## src/rtl/shf_pkg.sv

```systemverilog
`timescale 1ns/1ps
package shf_pkg;
  localparam logic [1:0] SM_OFF = 2'd0;
  localparam logic [1:0] SM_RX  = 2'd1;
  localparam logic [1:0] SM_TX  = 2'd2;
endpackage

```

## src/rtl/shf_sync.sv

```systemverilog
`timescale 1ns/1ps
module shf_sync #(
  parameter int NPIN   = 4,
  parameter int STAGES = 2
) (
  input  logic            clk_i,
  input  logic            rst_ni,
  input  logic [NPIN-1:0] d_i,
  output logic [NPIN-1:0] q_o
);
  for (genvar p = 0; p < NPIN; p++) begin : g_pin
    logic [STAGES-1:0] st_q;
    always_ff @(posedge clk_i or negedge rst_ni) begin
      if (!rst_ni) st_q <= '0;
      else         st_q <= {st_q[STAGES-2:0], d_i[p]};
    end
    assign q_o[p] = st_q[STAGES-1];
  end
endmodule

```

## src/rtl/shf_frame.sv

```systemverilog
`timescale 1ns/1ps
module shf_frame #(
  parameter int WIDTH = 8
) (
  input  logic             clk_i,
  input  logic             rst_ni,
  input  logic             tx_en_i,
  input  logic             rx_en_i,
  input  logic             tx_enter_i,
  input  logic             start_en_i,
  input  logic             stop_en_i,
  input  logic             load_i,
  input  logic             shift_i,
  input  logic             in_bit_i,
  input  logic [WIDTH-1:0] buf_i,
  output logic             out_bit_o,
  output logic [WIDTH-1:0] rx_word_o
);
  localparam int SW = WIDTH + 2;

  logic [SW-1:0] sr_q;
  logic [SW-1:0] frame;

  always_comb begin
    frame = {SW{stop_en_i}};
    if (start_en_i) frame[WIDTH:0]   = {buf_i, 1'b0};
    else            frame[WIDTH-1:0] = buf_i;
  end

  always_ff @(posedge clk_i or negedge rst_ni) begin
    if (!rst_ni) begin
      sr_q <= '1;
    end else if (tx_en_i) begin
      if (load_i)          sr_q <= frame;
      else if (tx_enter_i) sr_q <= {SW{stop_en_i}};
      else if (shift_i)    sr_q <= {stop_en_i, sr_q[SW-1:1]};
    end else if (rx_en_i && shift_i) begin
      sr_q <= {sr_q[SW-1:WIDTH], in_bit_i, sr_q[WIDTH-1:1]};
    end
  end

  // first transmit cycle shows idle level until the preload lands
  assign out_bit_o = (tx_en_i && !tx_enter_i) ? sr_q[0] : 1'b1;
  assign rx_word_o = sr_q[WIDTH-1:0];
endmodule

```

## src/rtl/shf_buf.sv

```systemverilog
`timescale 1ns/1ps
module shf_buf #(
  parameter int WIDTH = 8,
  parameter int CW    = 16
) (
  input  logic             clk_i,
  input  logic             rst_ni,
  input  logic             tx_en_i,
  input  logic             rx_en_i,
  input  logic             we_i,
  input  logic [WIDTH-1:0] wdata_i,
  input  logic             re_i,
  input  logic             load_i,
  input  logic             store_i,
  input  logic             err_clr_i,
  input  logic [CW-1:0]    cmp_i,
  input  logic [WIDTH-1:0] rx_word_i,
  output logic [WIDTH-1:0] buf_o,
  output logic             flag_o,
  output logic             overrun_o
);
  localparam int LW = $clog2(WIDTH + 1);

  logic [WIDTH-1:0] buf_q;
  logic             full_q, full_d;
  logic             ovr_q;
  logic [CW:0]      nbits;
  logic [LW-1:0]    wlen;
  logic [LW-1:0]    sh;
  logic [WIDTH-1:0] aligned;
  logic             do_store, do_load;

  assign do_store = rx_en_i && store_i;
  assign do_load  = tx_en_i && load_i;

  always_comb begin
    nbits = ({1'b0, cmp_i} + (CW+1)'(1)) >> 1;
    if (nbits == '0 || nbits > (CW+1)'(WIDTH)) wlen = LW'(WIDTH);
    else                                       wlen = nbits[LW-1:0];
    sh      = LW'(WIDTH) - wlen;
    aligned = rx_word_i >> sh;
  end

  always_comb begin
    full_d = full_q;
    if (re_i)     full_d = 1'b0;
    if (do_load)  full_d = 1'b0;
    if (we_i)     full_d = 1'b1;
    if (do_store) full_d = 1'b1;
  end

  always_ff @(posedge clk_i or negedge rst_ni) begin
    if (!rst_ni) begin
      buf_q  <= '0;
      full_q <= 1'b0;
      ovr_q  <= 1'b0;
    end else begin
      if (do_store)  buf_q <= aligned;
      else if (we_i) buf_q <= wdata_i;
      full_q <= full_d;
      if (err_clr_i)                          ovr_q <= 1'b0;
      else if (do_store && full_q && !re_i)   ovr_q <= 1'b1;
    end
  end

  assign buf_o     = buf_q;
  assign flag_o    = tx_en_i ? !full_q : (rx_en_i ? full_q : 1'b0);
  assign overrun_o = ovr_q;
endmodule

```

## src/rtl/shift_engine.sv

```systemverilog
`timescale 1ns/1ps
module shift_engine
  import shf_pkg::*;
#(
  parameter int WIDTH = 8,
  parameter int NPIN  = 4,
  parameter int CW    = 16,
  localparam int PW   = (NPIN > 1) ? $clog2(NPIN) : 1
) (
  input  logic             clk_i,
  input  logic             rst_ni,
  input  logic [1:0]       mode_i,
  input  logic             start_en_i,
  input  logic             stop_en_i,
  input  logic             shift_edge_i,
  input  logic             pin_inv_i,
  input  logic             chain_sel_i,
  input  logic [PW-1:0]    pin_sel_i,
  input  logic [CW-1:0]    word_cmp_i,
  input  logic [WIDTH-1:0] buf_wdata_i,
  input  logic             buf_we_i,
  input  logic             buf_re_i,
  input  logic             err_clr_i,
  input  logic             tmr_load_i,
  input  logic             tmr_store_i,
  input  logic             tmr_shift_pos_i,
  input  logic             tmr_shift_neg_i,
  input  logic [NPIN-1:0]  pin_i,
  input  logic             chain_i,
  output logic [WIDTH-1:0] buf_rdata_o,
  output logic             flag_o,
  output logic             overrun_o,
  output logic             pin_o,
  output logic             data_o
);
  logic             tx_en, rx_en, prev_tx_q, tx_enter;
  logic             shift, in_bit, out_bit;
  logic [NPIN-1:0]  pin_s;
  logic [WIDTH-1:0] rx_word, buf_q;

  assign tx_en    = (mode_i == SM_TX);
  assign rx_en    = (mode_i == SM_RX);
  assign tx_enter = tx_en && !prev_tx_q;
  assign shift    = shift_edge_i ? tmr_shift_neg_i : tmr_shift_pos_i;

  always_ff @(posedge clk_i or negedge rst_ni) begin
    if (!rst_ni) prev_tx_q <= 1'b0;
    else         prev_tx_q <= tx_en;
  end

  shf_sync #(.NPIN(NPIN), .STAGES(2)) u_sync (
    .clk_i (clk_i),
    .rst_ni(rst_ni),
    .d_i   (pin_i),
    .q_o   (pin_s)
  );

  assign in_bit = chain_sel_i ? chain_i : (pin_s[pin_sel_i] ^ pin_inv_i);

  shf_frame #(.WIDTH(WIDTH)) u_frame (
    .clk_i     (clk_i),
    .rst_ni    (rst_ni),
    .tx_en_i   (tx_en),
    .rx_en_i   (rx_en),
    .tx_enter_i(tx_enter),
    .start_en_i(start_en_i),
    .stop_en_i (stop_en_i),
    .load_i    (tmr_load_i),
    .shift_i   (shift),
    .in_bit_i  (in_bit),
    .buf_i     (buf_q),
    .out_bit_o (out_bit),
    .rx_word_o (rx_word)
  );

  shf_buf #(.WIDTH(WIDTH), .CW(CW)) u_buf (
    .clk_i    (clk_i),
    .rst_ni   (rst_ni),
    .tx_en_i  (tx_en),
    .rx_en_i  (rx_en),
    .we_i     (buf_we_i),
    .wdata_i  (buf_wdata_i),
    .re_i     (buf_re_i),
    .load_i   (tmr_load_i),
    .store_i  (tmr_store_i),
    .err_clr_i(err_clr_i),
    .cmp_i    (word_cmp_i),
    .rx_word_i(rx_word),
    .buf_o    (buf_q),
    .flag_o   (flag_o),
    .overrun_o(overrun_o)
  );

  assign buf_rdata_o = buf_q;
  assign data_o      = out_bit;
  assign pin_o       = out_bit ^ pin_inv_i;
endmodule

```

## config.mk

```make
export PLATFORM = sky130hd
export DESIGN_NAME = shift_engine
export DESIGN_NICKNAME = d
export VERILOG_FILES = /design/src/rtl/shf_pkg.sv /design/src/rtl/shf_sync.sv /design/src/rtl/shf_frame.sv /design/src/rtl/shf_buf.sv /design/src/rtl/shift_engine.sv
export SDC_FILE = /design/constraint.sdc
export NUM_CORES = 1
export LEC_CHECK = 0
export ABC_AREA = 1
export CAP_MARGIN = 20
export CORE_ASPECT_RATIO = 1.5
export CORE_MARGIN = 5
export CORE_UTILIZATION = 50
export CTS_CLUSTER_SIZE = 10
export DETAILED_ROUTE_END_ITERATION = 8
export PLACE_DENSITY = 0.89
export SLEW_MARGIN = 20
export SYNTH_ARGS = -nofsm -noshare
export SYNTH_HDL_FRONTEND = slang
export SYNTH_SLANG_ARGS = --single-unit
```

## constraint.sdc

```tcl
create_clock -name clk_i -period 1.5 [get_ports clk_i]
set_input_delay 0.225 -clock clk_i [delete_from_list [all_inputs] [get_ports clk_i]]
set_output_delay 0.225 -clock clk_i [all_outputs]
set_load 0.05 [all_outputs]
```

# --- Word level (Yosys, flattened, before mapping) ---
# Index checks and enable logic that the tools add are counted.
word_totals:
  elab_cells: 63
  rom_bits: 0
  mem_bits_rw: 0
  reg_bits: 29
  n_memories: 0
  latch_bits: 0
classes:
  eq_ne: 3
  addsub: 2
  n_reduce_logical: 20
  n_bitwise: 2
  n_div: 0
  mul: 0
  magnitude_cmp: 2
  mux: 23
  n_shift: 1
op_table:
  columns: ["op", "count"]
  rows:
  - ["two-way mux 10 bit", 4]
  - ["two-way mux 8 bit", 4]
  - ["adder 16 x 1 -> 17 bit, second input constant", 1]
  - ["logical NOT 17 bit", 1]
  - ["greater-than comparator 16 x 4 -> 1 bit, second input constant", 1]
  - ["two-way mux 1 bit", 13]
  - [">> shifter 8 x 4 -> 8 bit", 1]
  - ["logical AND 1 bit", 7]
  - ["nonzero test 2 bit", 3]
  - ["logical NOT 1 bit", 4]
  - ["two-way mux 4 bit", 1]
  - ["inequality test 4 x 2 -> 1 bit, second input constant", 1]
  - ["AND reduction 2 bit", 2]
  - ["nonzero test 4 bit", 1]
  - ["subtractor 4 bit, first input constant", 1]
  - ["< comparator 2 x 3 -> 1 bit, second input constant", 1]
  - ["nonzero test 3 bit", 1]
  - ["binary-select mux 1 bit (select 2 bit)", 1]
  - ["== test 2 x 1 -> 1 bit, second input constant", 1]
  - ["== test 2 bit, second input constant", 1]
  - ["bitwise XOR 1 bit", 2]
  - ["logical OR 1 bit", 1]

# --- Depth between registers and ports, before layout ---
# Gate-level depths: netlist of run 1.
logic_depth:
  word_depth: 7
  mapped_depth: 20

# --- By module ---
# Synthesis of run 1 repeated with hierarchy kept, for this count alone.
hier_totals:
  cells_unflattened: 404
  hier_area_um2: 2666.3
by_module_without_submodules:
  columns: ["mod", "instances", "cells_per_inst", "area_each_um2", "seq_area_each_um2"]
  rows:
  - ["shf_buf", 1, 234, 1433.9, 250.2]
  - ["shf_frame", 1, 134, 867.1, 262.8]
  - ["shf_sync", 1, 12, 230.2, 200.2]
  - ["shift_engine", 1, 24, 135.1, 25.0]

# --- Worst setup path after synthesis of run 1 ---
# OpenSTA, ideal clock, no wires.
synth_path:
  path_kind: "input port to flip-flop"
  from: "input port word_cmp_i[0]"
  to: "register u_buf.buf_q[6], in the netlist u_buf.buf_o[6]"
  path_buffers: 2
  path_slack_ns: -0.964
  setup_time_ns: 0.077
  arrival_time_ns: 2.387
  stages: 16
  required_ns: 1.423
  cell_sequence: "ha_1 buf_2 nand3b_1 nor2_1 nand2_1 nand2_2 nand3_4 nor2_8 nand2_4 ha_1 buf_12 inv_1 nand3_1 o21ai_1 nand2_1 o21ai_1"
synth_between:
  elab_chain_cells: 7
synth_lines:
  columns: ["element", "line_no", "rtl"]
  rows:
  - ["from (decl)", "shift_engine.sv:19", "input logic [CW-1:0] word_cmp_i,"]
  - ["adder 16 x 1 -> 17 bit (*)", "shf_buf.sv:37", "nbits = ({1'b0, cmp_i} + (CW+1)'(1)) >> 1;"]
  - ["greater-than comparator 16 x 4 -> 1 bit / logical NOT 17 bit (equally long branches)", "shf_buf.sv:38", "if (nbits == '0 || nbits > (CW+1)'(WIDTH)) wlen = LW'(WIDTH);"]
  - ["logical OR 1 bit", "shf_buf.sv:38", null]
  - ["two-way mux 4 bit (*)", "shf_buf.sv:38", null]
  - ["subtractor 4 bit (*)", "shf_buf.sv:40", "sh = LW'(WIDTH) - wlen;"]
  - [">> shifter 8 x 4 -> 8 bit (*)", "shf_buf.sv:41", "aligned = rx_word_i >> sh;"]
  - ["two-way mux 8 bit (*)", "shf_buf.sv:58", "if (do_store) buf_q <= aligned;"]
  - ["to (signal assigned)", "shf_buf.sv:58", null]
  - ["to (signal assigned)", "shf_buf.sv:59", "else if (we_i) buf_q <= wdata_i;"]
  - ["to (decl)", "shf_buf.sv:24", "logic [WIDTH-1:0] buf_q;"]
# Mark *: on every way between the ends. The rest lies on a longest branch, timed or not.
# A chain may end at the register's enable or synchronous reset.

# --- Worst setup path in the final report of run 1 ---
layout_path:
  from: "input port word_cmp_i[1]"
  to: "register u_buf.buf_q[1], in the netlist u_buf.buf_o[1]"
# Same word-level chain as after synthesis.

==> results.py, run 1 <==
metrics = {
    "yosys": {
        "synth_top_area_frac": 0.194,
        "yosysUniqueCellTypes": 35,
        "syn_inst": 376,
        "avgSynthCellArea_um2": 6.52,
        "yosys_warnings": 0,
        "synth_area_leaders": "dfrtp_1 (19%), nand2_1 (17%), dfstp_2 (11%), nand3_1 (8.6%), inv_1 (7.7%)",
        "synth_edf_count": 0,
        "synthTopCellsByCount": "nand2_1 (112), inv_1 (50), nand3_1 (42)",
        "ys_seq_area_frac": 0.301,
        "ys_ff_latch": 29,
        "ys.flop_type": "dfrtp_1",
        "synthArstFlopShare": 1.00,
        "yosysTopAreaCell": "dfrtp_1",
        "synth.cell_area_mm2": 0.00245,
        "syn-num-nets": 425,
        "yosysMostFrequentCell": "nand2_1",
    },
    "routing": {
        "first_pass_iters": 6,
        "vias": 3146,
        "vias_per_cell": 5.58,
        "wire_per_inst_um": 16.6,
        "drt_wl_total_mm": 9.35,
        "drt_iter0_drc": 323,
        "drc": 0,
        "drtAntennaViolNets": 0,
    },
    "die": {
        "die_w_um": 67.2,
        "io_pins": 59,
        "coreArea_mm2": 0.00481,
        "die_h_um": 95.8,
        "initial_utilization": 0.510,
        "die-area_mm2": 0.00643,
        "num_rows": 31,
    },
    "setup_path": {
        "slowest_delay_ns": 0.34,
        "endpoint_kind": "register",
        "path_max_fanout": 8,
        "required_ns": 1.69,
        "rrSetupSlack_ns": 0.14,
        "path_cells": "buf_8, ha_4, nand3_4, buf_6, o21bai_1, nand2_1, nand2_1, nor2_2, nand3_4, nor2_8, nand2_4, ha_4, inv_8, nand3_2, nand2_1, nand2_1, nand3_2, nand2_1, inv_1",
        "r2r-end": "u_frame.sr_q[7]",
        "cp_common_cell": "nand2_1",
        "start_kind": "primary input",
        "cpMaxStageDelayCell": "ha_4",
        "worstPathArrival_ns": 2.31,
        "timing.rr.start": "prev_tx_q",
        "r2r_cells": 8,
        "worstSetupPathType": "in2reg",
    },
    "layout": {
        "fill_cells": 321,
        "diodes": 0,
        "fin_nets": 546,
        "area_delta_synth_final_pct": 63.2,
        "layout-drive-gt1-share": 0.376,
    },
    "timing": {
        "max_slew_margin": 0.737,
        "finalHoldViolCount": 0,
        "final-setup-viol-count": 10,
        "rsz0062_at_grt": "yes",
        "maxSlewViolCount": 0,
        "timing.final.crit_period_ns": 2.12,
        "fin_tns_setup_ns": -4.64,
        "tightestPinTransition_ns": 0.391,
        "finalCritPeriodShare": 1.41,
        "setup_ws_ns": -0.622,
        "max_freq_mhz": 471,
        "skew_ns": 0.00804,
    },
    "grt": {
        "grt-ovfl-total": 0,
        "grt_pass1_wl_mm": 14.2,
        "met1_usage": 0.260,
        "grt-busiest-layer": "met2",
        "grt_pass1_vias": 3208,
        "grtUsageTotal": 0.295,
        "use_met2": 0.560,
        "use_met3": 0.0304,
        "grt_start_max_net_pins": 30,
        "antenna_found_initial": 0,
    },
    "flow_run": {
        "drv_cap": 0,
    },
    "clock_tree": {
        "clkTransAtPathRegs_ns": 0.07,
        "cts_hold_buf": 0,
        "cts_tree": "done",
        "cts_sinks": 29,
        "clock_path_buffers": 2,
        "cts-root-buf": "clkbuf_8",
        "numCtsBuffers": 5,
        "clock_latency_ns": 0.29,
        "h-tree-depth": 2,
    },
    "status": {
        "status": "finished with violations",
        "violations": "setup timing",
    },
    "hold_path": {
        "hold_class": "in2async",
    },
    "place": {
        "gp_congestion": 0.969,
        "dpl.hpwl_mm": 6.77,
        "io_buffers": 58,
    },
    "pwr": {
        "p_leak_nw": 1.94,
        "irDropWorstVdd_v": 0.000538,
        "power.density_mw_per_mm2": 777,
        "fin_total_pwr_mw": 3.11,
    },
}
-- registers in the layout (all words and copies together) (netlist names) --
| register | flops |
|---|---|
| u_frame.sr_q | 10 |
| u_buf.buf_o | 8 |
| u_sync.g_pin.st_q | 8 |
| prev_tx_q | 1 |
| u_buf.full_q | 1 |
| u_buf.overrun_o | 1 |
-- power breakdown --
group / total (mW) / internal (mW) / switching (mW)
logic: 1.22 / 0.527 / 0.690
clock network: 0.843 / 0.541 / 0.302
registers: 1.05 / 0.943 / 0.105
-- cells in the final DEF (no fill, tap or decap), types with 5 or more instances in the layout --
| cell type | count |
|---|---|
| nand2_1 | 96 |
| buf_4 | 59 |
| inv_1 | 43 |
| nand3_1 | 30 |
| clkdlybuf4s50_1 | 28 |
| nor2_1 | 25 |
| nand2_2 | 21 |
| o21ai_0 | 21 |
| dfrtp_1 | 19 |
| nand3_2 | 13 |
| a21oi_1 | 11 |
| dfstp_2 | 10 |
| nor2_4 | 9 |
| nand2_4 | 9 |
| nor2_2 | 9 |
| nand4_1 | 9 |
| buf_12 | 9 |
| inv_2 | 6 |
| clkbuf_8 | 6 |
| o21ai_1 | 5 |
| dlygate4sd2_1 | 5 |
| buf_6 | 5 |
-- critical path: cells and delay by family --
kind / cells / cell delay, ns
AND/OR/NAND/NOR: 12 / 1.18
buffers and inverters: 4 / 0.30
adder cells (fa/ha/maj): 2 / 0.52
AO/OA/AOI/OAI: 1 / 0.08
-- cell families after synthesis --
group | after synthesis | synth area share
AO/OA/AOI/OAI | 55 | 0.127
multiplexers | 1 | 0.00459
XOR/XNOR | 3 | 0.0107
flip-flops | 29 | 0.301
AND/OR/NAND/NOR | 229 | 0.451
adder cells (fa/ha/maj) | 2 | 0.0102
buffers and inverters | 57 | 0.0955
-- through the flow --
stage | instances | util | hold slack [ns] | worst slack, ns | cell area [um2]
after floorplan | 376 | - | -0.0706 | -0.637 | 2540
after CTS | 560 | 0.812 | 0.325 | -0.575 | 3900
after detailed placement | 545 | 0.751 | 0.336 | -1.34 | 3610
final | 564 | 0.832 | 0.320 | -0.622 | 4000
after global placement | 545 | 0.751 | 0.334 | -1.25 | 3610
after global routing | 564 | 0.832 | 0.350 | -0.756 | 4000
-- how the worst max path moves through the flow --
stage / from / to / slack (ns)
floorplan: word_cmp_i[0] / u_buf.buf_o[0] / -0.64
global placement: word_cmp_i[1] / u_buf.buf_o[6] / -1.25
detailed placement: word_cmp_i[1] / u_buf.buf_o[6] / -1.34
CTS: word_cmp_i[1] / u_buf.buf_o[1] / -0.58
global route: word_cmp_i[3] / u_buf.buf_o[1] / -0.76
finish: word_cmp_i[1] / u_buf.buf_o[1] / -0.62
-- what timing repair did --
item	CTS	global route
setup endpoints to repair	19	19
resized for setup	77	42
gates cloned	1	0
pin swaps	32	17
setup buffers	6	4
-- layer usage --
layer	vias up	part of all wire
met5	-	0
li1	1466	-
met1	1436	0.31
met2	183	0.55
met3	61	0.058
met4	0	0.086
-- area by class of cell --
| type | instances | area [um2] | area share |
|---|---|---|---|
| multi-input cells | 291 | 1760 | 0.441 |
| repair buffers | 118 | 1100 | 0.274 |
| flip-flops and latches | 29 | 738 | 0.184 |
| inverters | 52 | 205 | 0.0513 |
| clock buffers | 7 | 86.3 | 0.0216 |
| well taps | 66 | 82.6 | 0.0206 |
| clock inverters | 1 | 30.0 | 0.00750 |
Note: power is estimated with default switching activity, not from simulation.
==> run 2: changes to the inputs <==
Settings changed: CORE_MARGIN 5 to 10.
==> run 2 against run 1 <==
  * The flow still finishes with violations (setup timing)
  * Worst setup slack gained 0.0074 ns
  * Sequential share of layout area is 0.23 points lower
  * Clock power grew 1%
  * Global-route usage decreased by 6.6 points
  * Clock skew down 0.00061 ns
  * Maximum frequency increased by 0.35%
  * Worst hold slack better by 0.0091 ns
  * Utilization increased by 1.1 points
  * Routed wire length increased by 1.7%
  * Design area increased by 1.3%
  * Critical path type unchanged
  * Critical endpoint unchanged
  * Highest routed layer unchanged
==> results.py, run 2 (synthesis results as in run 1) <==
metrics = {
    "die": {
        "die-area_mm2": 0.00816,
        "die_h_um": 106,
        "coreArea_mm2": 0.00481,
        "num_rows": 31,
        "io_pins": 59,
        "initial_utilization": 0.510,
        "die_w_um": 77.2,
    },
    "clock_tree": {
        "clock_path_buffers": 2,
        "cts_sinks": 29,
        "clkTransAtPathRegs_ns": 0.07,
        "h-tree-depth": 2,
        "cts_tree": "done",
        "cts_hold_buf": 0,
        "numCtsBuffers": 5,
        "cts-root-buf": "clkbuf_8",
        "clock_latency_ns": 0.29,
    },
    "timing": {
        "tightestPinTransition_ns": 0.378,
        "max_slew_margin": 0.748,
        "finalCritPeriodShare": 1.41,
        "rsz0062_at_grt": "yes",
        "max_freq_mhz": 473,
        "skew_ns": 0.00743,
        "setup_ws_ns": -0.614,
        "finalHoldViolCount": 0,
        "hold_ws_ns": 0.329,
        "final-setup-viol-count": 10,
        "maxSlewViolCount": 0,
        "timing.final.crit_period_ns": 2.11,
    },
    "place": {
        "io_buffers": 58,
        "pre_cts_ws_ns": -1.32,
        "dpl.hpwl_mm": 7.15,
        "gp_congestion": 0.933,
    },
    "setup_path": {
        "worstSetupPathType": "in2reg",
        "required_ns": 1.69,
        "cpMaxStageDelayCell": "ha_4",
        "cp_common_cell": "nand2_1",
        "path_max_fanout": 8,
        "path_cells": "clkdlybuf4s15_2, nand2_4, nor2_4, nand3_1, nand2_1, nand2_1, nor2_2, nand3_2, nor2_8, nand2_4, ha_4, inv_8, nand3_4, nand2_2, nand2_1, nand3_2, nand2_1, inv_1",
        "start_kind": "primary input",
        "endpoint_kind": "register",
        "worstPathArrival_ns": 2.30,
        "slowest_delay_ns": 0.36,
    },
    "grt": {
        "grtUsageTotal": 0.229,
        "grt_pass1_vias": 3194,
        "grt-ovfl-total": 0,
        "grt_pass1_wl_mm": 15.1,
        "antenna_found_initial": 0,
        "grt_start_max_net_pins": 30,
    },
    "pwr": {
        "power.density_mw_per_mm2": 780,
        "fin_total_pwr_mw": 3.16,
        "p_leak_nw": 1.95,
        "p_switching_mw": 1.12,
        "comb_power_share": 0.397,
        "swShare": 0.355,
        "p_seq_frac": 0.333,
        "irDropWorstVdd_v": 0.000489,
        "clockPowerShare": 0.270,
        "cellInternalPower_mw": 2.04,
    },
    "routing": {
        "vias_per_cell": 5.58,
        "first_pass_iters": 5,
        "wire_per_inst_um": 16.9,
        "drt_iter0_drc": 225,
        "vias": 3149,
        "drt_wl_total_mm": 9.51,
        "drtAntennaViolNets": 0,
        "drc": 0,
    },
    "hold_path": {
        "hold_class": "in2async",
    },
    "layout": {
        "final_cell_mix": "nand2_1 (93), buf_4 (59), inv_1 (44)",
        "fill_cells": 300,
        "diodes": 0,
        "layout-drive-gt1-share": 0.388,
        "regMostFlops": "u_frame.sr_q",
        "largest_reg_flops": 10,
        "final_common_cell": "nand2_1",
        "area_delta_synth_final_pct": 65.3,
        "fin_nets": 546,
    },
    "flow_run": {
        "drv_cap": 0,
    },
    "status": {
        "status": "finished with violations",
        "violations": "setup timing",
    },
}
==> run 2: cell count changes in the layout (fill, tap and decap cells not counted), sizes merged <==
| cell | previous run | this run |
|---|---|---|
| clkdlybuf4s15 | 4 | 1 |
| clkbuf | 10 | 11 |
| dlygate4sd2 | 5 | 7 |
==> run 2: power by group through the flow <==
stage | logic (mW) | registers (mW) | clock network, mW
final | 1.26 | 1.05 | 0.855
after global routing | 1.35 | 1.06 | 0.888
after CTS | 1.18 | 1.04 | 0.851
after detailed placement | 1.08 | 1.06 | 0
after global placement | 1.06 | 1.05 | 0
after floorplan | 0.480 | 1.11 | 0
==> run 2: worst max-delay path, delay by kind of cell <==
kind | cells | cell delay, ns
and+or+nand+nor | 14 | 1.36
adders and majority gates | 1 | 0.36
buffers and inverters | 3 | 0.34
==> run 2: layer usage <==
layer / part of all wire / track usage
met4: 0.069 / 0.186
met2: 0.55 / 0.442
met5: 0 / 0
met1: 0.32 / 0.194
met3: 0.061 / 0.0459
==> run 2: path summary, 6_finish.rpt <==
check | cells after the start | slack [ns] | endpoint | from
worst max-delay path | 18 | -0.61 | u_buf.buf_o[1] | word_cmp_i[7]
worst min-delay path | 2 | 0.33 | u_buf.buf_o[1] | rst_ni
worst max register to register | 9 | 0.16 | u_frame.sr_q[5] | prev_tx_q
worst min register to register | 0 | 0.36 | u_sync.g_pin[2].st_q[1] | u_sync.g_pin[2].st_q[0]
max in group asynchronous | 2 | 0.85 | u_frame.sr_q[8] | rst_ni
min in group clk_i | 0 | 0.36 | u_sync.g_pin[2].st_q[1] | u_sync.g_pin[2].st_q[0]
==> run 2: cell type report <==
| cell class | instances | area [um2] | area share |
|---|---|---|---|
| inverter | 52 | 205 | 0.0506 |
| clock buffer | 7 | 86.3 | 0.0213 |
| tap | 66 | 82.6 | 0.0204 |
| timing repair buffer | 118 | 1110 | 0.274 |
| clock inverter | 1 | 30.0 | 0.00741 |
| multi-input combinational | 291 | 1800 | 0.445 |
| sequential | 29 | 738 | 0.182 |
==> run 2: repair_timing <==
action	CTS	global route
setup endpoints to repair	19	18
gates cloned	1	0
pin swaps	43	20
setup buffers	8	1
resized for setup	91	37
==> run 2: through the flow <==
stage,cell area (um2),utilization,instances,TNS [ns]
floorplan,2540,-,376,-5.01
global placement,3630,0.755,546,-12.99
detailed placement,3630,0.755,546,-14.48
CTS,3960,0.823,563,-4.49
global route,4050,0.843,564,-5.59
finish,4050,0.843,564,-4.56
